## src/rtl/irw_pkg.sv

```systemverilog
// Package: shared constants and types for the indirect register window.
// Assumes dword-aligned accesses; window offsets are byte offsets in a 4 KB page.
package irw_pkg;

    localparam int unsigned PAGE_BITS = 12;

    localparam logic [PAGE_BITS-1:0] OFF_INDEX = 12'h000;
    localparam logic [PAGE_BITS-1:0] OFF_DATA  = 12'h010;
    localparam logic [PAGE_BITS-1:0] OFF_EOI   = 12'h040;

    localparam logic [7:0] IDX_IDENT   = 8'h00;
    localparam logic [7:0] IDX_VERSION = 8'h01;
    localparam logic [7:0] IDX_TABLE   = 8'h10;

    // Low-dword bits that software cannot set (status positions)
    localparam logic [31:0] LO_RO_MASK  = 32'h0000_5000;
    localparam logic [31:0] LO_RESET    = 32'h0001_0000;
    localparam logic [31:0] HI_RESET    = 32'h0000_0000;

    typedef enum logic [1:0] {
        WIN_NONE  = 2'd0,
        WIN_INDEX = 2'd1,
        WIN_DATA  = 2'd2,
        WIN_EOI   = 2'd3
    } win_sel_e;

endpackage

```

## src/rtl/irw_decode.sv

```systemverilog
// Module: address decoder for the window.
// Compares the upper address against a fixed prefix and the programmable base,
// then resolves the page offset to one of the three direct registers.
// Assumes: pure combinational; bus strobes are single-cycle.
module irw_decode
    import irw_pkg::*;
#(
    parameter int unsigned ADDR_W   = 32,
    parameter int unsigned BASE_W   = 8,
    parameter int unsigned HI_W     = ADDR_W - PAGE_BITS - BASE_W,
    parameter logic [HI_W-1:0] FIXED_HI = 12'hFEC
) (
    input  logic [ADDR_W-1:0] addr,
    input  logic [BASE_W-1:0] cfg_base,
    input  logic              wr,
    input  logic              rd,
    output logic              wr_index,
    output logic              wr_data,
    output logic              wr_eoi,
    output logic              rd_valid,
    output win_sel_e          sel
);

    logic page_hit;

    // Page match: fixed prefix and programmable base must both agree
    always_comb begin
        page_hit = (addr[ADDR_W-1 -: HI_W] == FIXED_HI) &&
                   (addr[PAGE_BITS +: BASE_W] == cfg_base);
    end

    // Offset decode into a register selector
    always_comb begin
        sel = WIN_NONE;
        if (page_hit) begin
            unique case (addr[PAGE_BITS-1:0])
                OFF_INDEX: sel = WIN_INDEX;
                OFF_DATA:  sel = WIN_DATA;
                OFF_EOI:   sel = WIN_EOI;
                default:   sel = WIN_NONE;
            endcase
        end
    end

    // Qualified strobes toward the storage and strobe logic
    always_comb begin
        wr_index = wr && (sel == WIN_INDEX);
        wr_data  = wr && (sel == WIN_DATA);
        wr_eoi   = wr && (sel == WIN_EOI);
        rd_valid = rd;
    end

endmodule

```

## src/rtl/irw_redir_table.sv

```systemverilog
// Module: storage for the redirection entries, two dwords each.
// Entry n low dword lives at index TABLE_BASE+2n, high dword at +2n+1.
// Assumes: the caller presents an 8-bit index; out-of-table indices are
// reported through in_table and never written.
module irw_redir_table
    import irw_pkg::*;
#(
    parameter int unsigned NUM_ENT = 24,
    parameter int unsigned ENT_W   = (NUM_ENT > 1) ? $clog2(NUM_ENT) : 1
) (
    input  logic        clk,
    input  logic        rst_n,
    input  logic [7:0]  idx,
    input  logic        we,
    input  logic [31:0] wdata,
    output logic        in_table,
    output logic [31:0] rdata
);

    localparam int unsigned SPAN = 2 * NUM_ENT;

    logic [31:0]      lo_q [NUM_ENT];
    logic [31:0]      hi_q [NUM_ENT];
    logic [7:0]       rel;
    logic [ENT_W-1:0] ent;

    // Relative index and table range check
    always_comb begin
        rel      = idx - IDX_TABLE;
        in_table = (idx >= IDX_TABLE) && ({24'd0, rel} < SPAN);
        ent      = rel[ENT_W:1];
    end

    // One register pair per entry
    for (genvar n = 0; n < NUM_ENT; n++) begin : g_ent
        localparam logic [7:0] LO_IDX = 8'(IDX_TABLE + 2 * n);
        localparam logic [7:0] HI_IDX = 8'(IDX_TABLE + 2 * n + 1);

        // Low dword: read-only status bits are kept at zero
        always_ff @(posedge clk) begin
            if (!rst_n)
                lo_q[n] <= LO_RESET;
            else if (we && idx == LO_IDX)
                lo_q[n] <= wdata & ~LO_RO_MASK;
        end

        // High dword: fully writable
        always_ff @(posedge clk) begin
            if (!rst_n)
                hi_q[n] <= HI_RESET;
            else if (we && idx == HI_IDX)
                hi_q[n] <= wdata;
        end

        AST_LO_HOLD: assert property (@(posedge clk) disable iff (!rst_n)
            !(we && idx == LO_IDX) |=> $stable(lo_q[n])) else $error("lo dword changed");
        AST_HI_HOLD: assert property (@(posedge clk) disable iff (!rst_n)
            !(we && idx == HI_IDX) |=> $stable(hi_q[n])) else $error("hi dword changed");
    end

    // Read mux: select entry, then dword half
    always_comb begin
        rdata = 32'd0;
        if (in_table)
            rdata = rel[0] ? hi_q[ent] : lo_q[ent];
    end

endmodule

```

## src/rtl/irw_indirect_regs.sv

```systemverilog
// Module: index register plus the indirectly reached register space.
// Holds the index, the identification register, the constant version value
// and the redirection table; returns the dword picked by the current index.
// Assumes: reserved indices read zero and drop writes.
module irw_indirect_regs
    import irw_pkg::*;
#(
    parameter int unsigned NUM_ENT  = 24,
    parameter logic [7:0]  VER_CODE = 8'h20
) (
    input  logic        clk,
    input  logic        rst_n,
    input  logic        wr_index,
    input  logic        wr_data,
    input  logic [31:0] wdata,
    output logic [7:0]  index_q,
    output logic [31:0] data_rd
);

    localparam logic [31:0] VER_VALUE = {8'h00, 8'(NUM_ENT - 1), 8'h00, VER_CODE};

    logic [31:0] ident_q;
    logic        tbl_hit;
    logic [31:0] tbl_rdata;
    logic        tbl_we;

    // Index register: low byte of the write data
    always_ff @(posedge clk) begin
        if (!rst_n)
            index_q <= 8'h00;
        else if (wr_index)
            index_q <= wdata[7:0];
    end

    // Identification register: full dword read/write
    always_ff @(posedge clk) begin
        if (!rst_n)
            ident_q <= 32'd0;
        else if (wr_data && index_q == IDX_IDENT)
            ident_q <= wdata;
    end

    // Table write enable: only when the index lands inside the table
    always_comb begin
        tbl_we = wr_data && tbl_hit;
    end

    irw_redir_table #(
        .NUM_ENT (NUM_ENT)
    ) u_table (
        .clk      (clk),
        .rst_n    (rst_n),
        .idx      (index_q),
        .we       (tbl_we),
        .wdata    (wdata),
        .in_table (tbl_hit),
        .rdata    (tbl_rdata)
    );

    // Data read mux over identification, version, table and reserved
    always_comb begin
        if (index_q == IDX_IDENT)
            data_rd = ident_q;
        else if (index_q == IDX_VERSION)
            data_rd = VER_VALUE;
        else if (tbl_hit)
            data_rd = tbl_rdata;
        else
            data_rd = 32'd0;
    end

    AST_INDEX_HOLD: assert property (@(posedge clk) disable iff (!rst_n)
        !wr_index |=> $stable(index_q)) else $error("index moved");
    AST_IDENT_HOLD: assert property (@(posedge clk) disable iff (!rst_n)
        !(wr_data && index_q == IDX_IDENT) |=> $stable(ident_q)) else $error("ident moved");

endmodule

```

## src/rtl/irw_eoi.sv

```systemverilog
// Module: end-of-interrupt strobe generator.
// Registers a one-cycle pulse and its vector from a decoded EOI write.
// Assumes: vector is meaningful only while the pulse is high.
module irw_eoi (
    input  logic       clk,
    input  logic       rst_n,
    input  logic       wr_eoi,
    input  logic [7:0] vec_in,
    output logic       pulse,
    output logic [7:0] vector
);

    // Pulse and vector capture
    always_ff @(posedge clk) begin
        if (!rst_n) begin
            pulse  <= 1'b0;
            vector <= 8'h00;
        end else begin
            pulse <= wr_eoi;
            if (wr_eoi)
                vector <= vec_in;
        end
    end

endmodule

```

## src/rtl/irw_top.sv

```systemverilog
// Module: top of the indirect interrupt-routing register window.
// Decodes the window, routes writes to the index/data/EOI targets and
// registers read data one cycle after the read strobe.
// Assumes: dword-only accesses, no simultaneous read and write.
module irw_top
    import irw_pkg::*;
#(
    parameter int unsigned ADDR_W   = 32,
    parameter int unsigned BASE_W   = 8,
    parameter int unsigned NUM_ENT  = 24,
    parameter logic [7:0]  VER_CODE = 8'h20,
    parameter logic [ADDR_W-PAGE_BITS-BASE_W-1:0] FIXED_HI = 12'hFEC
) (
    input  logic              clk,
    input  logic              rst_n,
    input  logic [BASE_W-1:0] cfg_base,
    input  logic [ADDR_W-1:0] bus_addr,
    input  logic              bus_wr,
    input  logic              bus_rd,
    input  logic [31:0]       bus_wdata,
    output logic [31:0]       bus_rdata,
    output logic              eoi_pulse,
    output logic [7:0]        eoi_vector
);

    localparam int unsigned HI_W = ADDR_W - PAGE_BITS - BASE_W;

    logic        wr_index;
    logic        wr_data;
    logic        wr_eoi;
    logic        rd_valid;
    win_sel_e    sel;
    logic [7:0]  index_q;
    logic [31:0] data_rd;
    logic [31:0] rd_mux;

    irw_decode #(
        .ADDR_W   (ADDR_W),
        .BASE_W   (BASE_W),
        .HI_W     (HI_W),
        .FIXED_HI (FIXED_HI)
    ) u_decode (
        .addr     (bus_addr),
        .cfg_base (cfg_base),
        .wr       (bus_wr),
        .rd       (bus_rd),
        .wr_index (wr_index),
        .wr_data  (wr_data),
        .wr_eoi   (wr_eoi),
        .rd_valid (rd_valid),
        .sel      (sel)
    );

    irw_indirect_regs #(
        .NUM_ENT  (NUM_ENT),
        .VER_CODE (VER_CODE)
    ) u_regs (
        .clk      (clk),
        .rst_n    (rst_n),
        .wr_index (wr_index),
        .wr_data  (wr_data),
        .wdata    (bus_wdata),
        .index_q  (index_q),
        .data_rd  (data_rd)
    );

    irw_eoi u_eoi (
        .clk    (clk),
        .rst_n  (rst_n),
        .wr_eoi (wr_eoi),
        .vec_in (bus_wdata[7:0]),
        .pulse  (eoi_pulse),
        .vector (eoi_vector)
    );

    // Read source selection by window register
    always_comb begin
        unique case (sel)
            WIN_INDEX: rd_mux = {24'd0, index_q};
            WIN_DATA:  rd_mux = data_rd;
            default:   rd_mux = 32'd0;
        endcase
    end

    // Registered read data, zero when no read was issued
    always_ff @(posedge clk) begin
        if (!rst_n)
            bus_rdata <= 32'd0;
        else
            bus_rdata <= rd_valid ? rd_mux : 32'd0;
    end

    AST_EOI_FROM_WRITE: assert property (@(posedge clk) disable iff (!rst_n)
        eoi_pulse |-> $past(bus_wr && bus_addr[PAGE_BITS-1:0] == OFF_EOI)) else $error("stray eoi");
    AST_EOI_VECTOR: assert property (@(posedge clk) disable iff (!rst_n)
        eoi_pulse |-> eoi_vector == $past(bus_wdata[7:0])) else $error("eoi vector");
    AST_MISS_READ_ZERO: assert property (@(posedge clk) disable iff (!rst_n)
        $past(bus_rd && bus_addr[PAGE_BITS +: BASE_W] != cfg_base) |-> bus_rdata == 32'd0)
        else $error("miss read nonzero");
    AST_IDLE_READ_ZERO: assert property (@(posedge clk) disable iff (!rst_n)
        !bus_rd |=> bus_rdata == 32'd0) else $error("idle rdata");

endmodule

```

## config.mk

```make
export PLATFORM = sky130hd
export DESIGN_NAME = irw_top
export DESIGN_NICKNAME = d
export VERILOG_FILES = /design/src/rtl/irw_pkg.sv /design/src/rtl/irw_decode.sv /design/src/rtl/irw_redir_table.sv /design/src/rtl/irw_indirect_regs.sv /design/src/rtl/irw_eoi.sv /design/src/rtl/irw_top.sv
export SDC_FILE = /design/constraint.sdc
export NUM_CORES = 2
export LEC_CHECK = 0
export BUFFER_PORTS_ARGS = -buffer_cell sky130_fd_sc_hd__buf_2
export CORE_MARGIN = 3
export CORE_UTILIZATION = 60
export DETAILED_ROUTE_END_ITERATION = 16
export PLACE_DENSITY = 0.77
export SLEW_MARGIN = 15
export SYNTH_ARGS = -nofsm -noshare
export SYNTH_HDL_FRONTEND = slang
export SYNTH_SLANG_ARGS = --single-unit
```

## constraint.sdc

```tcl
create_clock -name clk -period 13.7 [get_ports clk]
set_input_delay 0.685 -clock clk [delete_from_list [all_inputs] [get_ports clk]]
set_output_delay 0.685 -clock clk [all_outputs]
set_load 0.05 [all_outputs]
```

==> results.tsv <==
metric	value	unit
outcome	finished clean	
relSlewSlack	0.1324	
power_density	129.0	mW/mm²
gp_congestion	1.091	
clock_latency	0.77	ns
antenna_found_initial	12	
cp_num_cells	13	
fp.dieH	351.8	µm
r2r_cells	6	
crit_family	simple AND/OR/NAND/NOR gates	
syn2layout_area_growth	10.36	%
cp_slowest_cell	o21ai_4	
grt_pass1_vias	41450	
totalWireLength	197.8	mm
leakagePower	26.57	nW
synth_most_common_cell	edfxtp_1	
synth-edff-count	1488	
synthFlopType	edfxtp_1	
grt_overflow	0	
start_util	0.6061	
fmax	0.1815	GHz
cts_tree	built	
path_cells	buf_2 > or4b_2 > nor4_1 > nand3_1 > nor4_1 > and2_1 > ha_1 > nand2_1 > nor3_1 > and4_1 > nand2_1 > buf_4 > o21ai_4	
ant_nets	0	
rsz0062_at_grt	false	
drive_above_1_share	0.2139	
worstPathRequired	14.07	ns
setup_viol	0	
drv_cap	0	
coreArea	0.1184	mm²
vdd_drop_max	0.1277	mV
hold_path_class	in -> reg	
synth.top_cell.area_share	0.6227	
synthTopCellsByCount	edfxtp_1, and2_1, mux4_2	
async_flop_share	0	
multiInputGateArea	0.02400	mm²
clk_pin_slew	0.06	ns
regArea	0.04632	mm²
min-delay-start	bus_wdata[0]	
grt_pass1_wl	287.3	mm
crit_path_start	bus_addr[10]	
synth_nets	4897	
netlist-cell-type-count	69	
cts_resized	0	
vias_per_cell	6.472	
cts_setup_buffers	0	
min_delay_path_depth	3	
first_pass_iters	6	
finalHoldViolCount	0	
drt_iter0_markers	6007	
drv_slew	0	
yosys.area.top_type	edfxtp_1	
dieWidth	351.8	µm
h-tree-depth	4	
postLayoutCoreUtil	0.6688	
clockBufferDepth	3	
reg2reg_slack	8.56	ns
port_buffers	116	
synthCells	4813	
crit_type	in -> reg	
fp.dieArea	0.1238	mm²
layout_min_cycle_time	5.511	ns
fin_setup_tns	0	ns
crit_fanout	30	
end_kind	flip-flop	
numClockSinks	1569	
yosys-top-cells-area	edfxtp_1, and2_1, mux4_2	
fillCellCount	7840	
worst-path-buf-inv	2	
track_usage	0.3238	
boundaryPins	117	
syn_area	0.07176	mm²
seq_area_frac_synth	0.6453	
yosys_warnings	0	
vias	41880	
rows	126	
drc_errors	0	
postCtsHoldBufs	0	
cp.arrival	5.88	ns
cts-root-buf	clkbuf_16	
worstMarginPinSlew	1.285	ns
cpPeakStageDelay	0.90	ns
routedWlPerCell	30.56	µm
finalCritPeriodShare	0.4023	
hpwl	115.3	mm
syn_area_per_cell	14.91	µm²
skew	0.02644	ns
grt_max_degree	106	
layout.nets	4824	
r2r_start	u_regs.index_q[3]$_SDFFE_PN0P_	
startpoint_type	input port	
ys_ff_latch	1569	
cts_buffers	158	
-- flip-flops by register name, indices dropped and copies added, names as in the netlist --
signal / cells
u_regs.u_table.lo_q: 720
u_eoi.vector: 8
u_regs.u_table.hi_q: 768
bus_rdata: 32
u_eoi.pulse: 1
u_regs.index_q: 8
u_regs.ident_q: 32
-- worst register-to-register path: stages (launching register included) --
cell and delay [ns]:
dfxtp_4 0.88, buf_4 0.79, buf_4 0.80, nor2b_1 0.59, nand3_1 0.67, o21ai_4 0.86
buf_16 0.25
-- path summary, 6_finish.rpt --
check                                              end
max reg2reg  u_regs.u_table.hi_q[13][21]$_SDFFCE_PN0P_
min                     u_regs.index_q[0]$_SDFFE_PN0P_
max          u_regs.u_table.lo_q[20][14]$_SDFFCE_PN1P_
min reg2reg             u_regs.ident_q[5]$_SDFFE_PN0P_
-- power by group --
group / switching, mW / internal, mW / leakage, nW
combinational: 0.289 / 0.118 / 9.28
sequential: 0.0628 / 5.46 / 14.8
clock: 1.84 / 2.45 / 2.50
total: 2.19 / 8.03 / 26.6
-- stage by stage --
step | instance area, µm² | setup WS, ns | hold slack (ns) | power (mW) | cells
floorplan | 71760 | 7.627 | 0.4317 | 5.819 | 4813
global placement | 74010 | 7.389 | 0.4384 | 5.993 | 6177
detailed placement | 74010 | 7.336 | 0.4425 | 6.019 | 6177
CTS | 79110 | 8.113 | 0.3556 | 10.24 | 6464
global route | 79180 | 7.800 | 0.3655 | 10.46 | 6467
finish | 79190 | 8.189 | 0.3500 | 10.22 | 6471
-- layout make-up --
| class | count | area share |
|---|---|---|
| well taps | 1600 | 0.02528 |
| diodes | 4 | 0.0001264 |
| clock buffers | 199 | 0.05306 |
| clock inverters | 88 | 0.01128 |
| inverters | 25 | 0.001232 |
| multi-input cells | 2735 | 0.3030 |
| repair buffers | 251 | 0.02105 |
| flip-flops and latches | 1569 | 0.5850 |
-- logic make-up (layout without fill, tap and decap cells) --
kind of cell | after synthesis | count (layout) | synth area share
mux | 501 | 501 | 0.1297
compound gates | 354 | 354 | 0.03182
simple gates | 1863 | 1863 | 0.1609
xor+xnor | 9 | 9 | 0.001099
buf+inv | 509 | 563 | 0.02980
flops | 1569 | 1569 | 0.6453
other cells | 0 | 4 | 0
fa+ha+maj | 8 | 8 | 0.001395
-- per-layer routing --
metal	global-route usage	wire, µm	share of wire
met1	0.4350	72880	0.37
met5	0	8	0.000040
met3	0.08022	21350	0.11
met4	0.1719	12200	0.062
met2	0.4939	91350	0.46
-- cells in the final DEF (no fill, tap or decap), drive strengths merged, types with 33 or more instances in the layout --
cell type,n
and2,1468
dfxtp,81
a21oi,96
a221oi,33
clkbuf,199
o22ai,81
o21ai,53
mux2i,61
mux2,108
edfxtp,1488
nand2,149
buf,251
mux4,332
nor2,75
clkinv,61
nor4,61
nand3,36
Power figures use the tool's default switching activity.
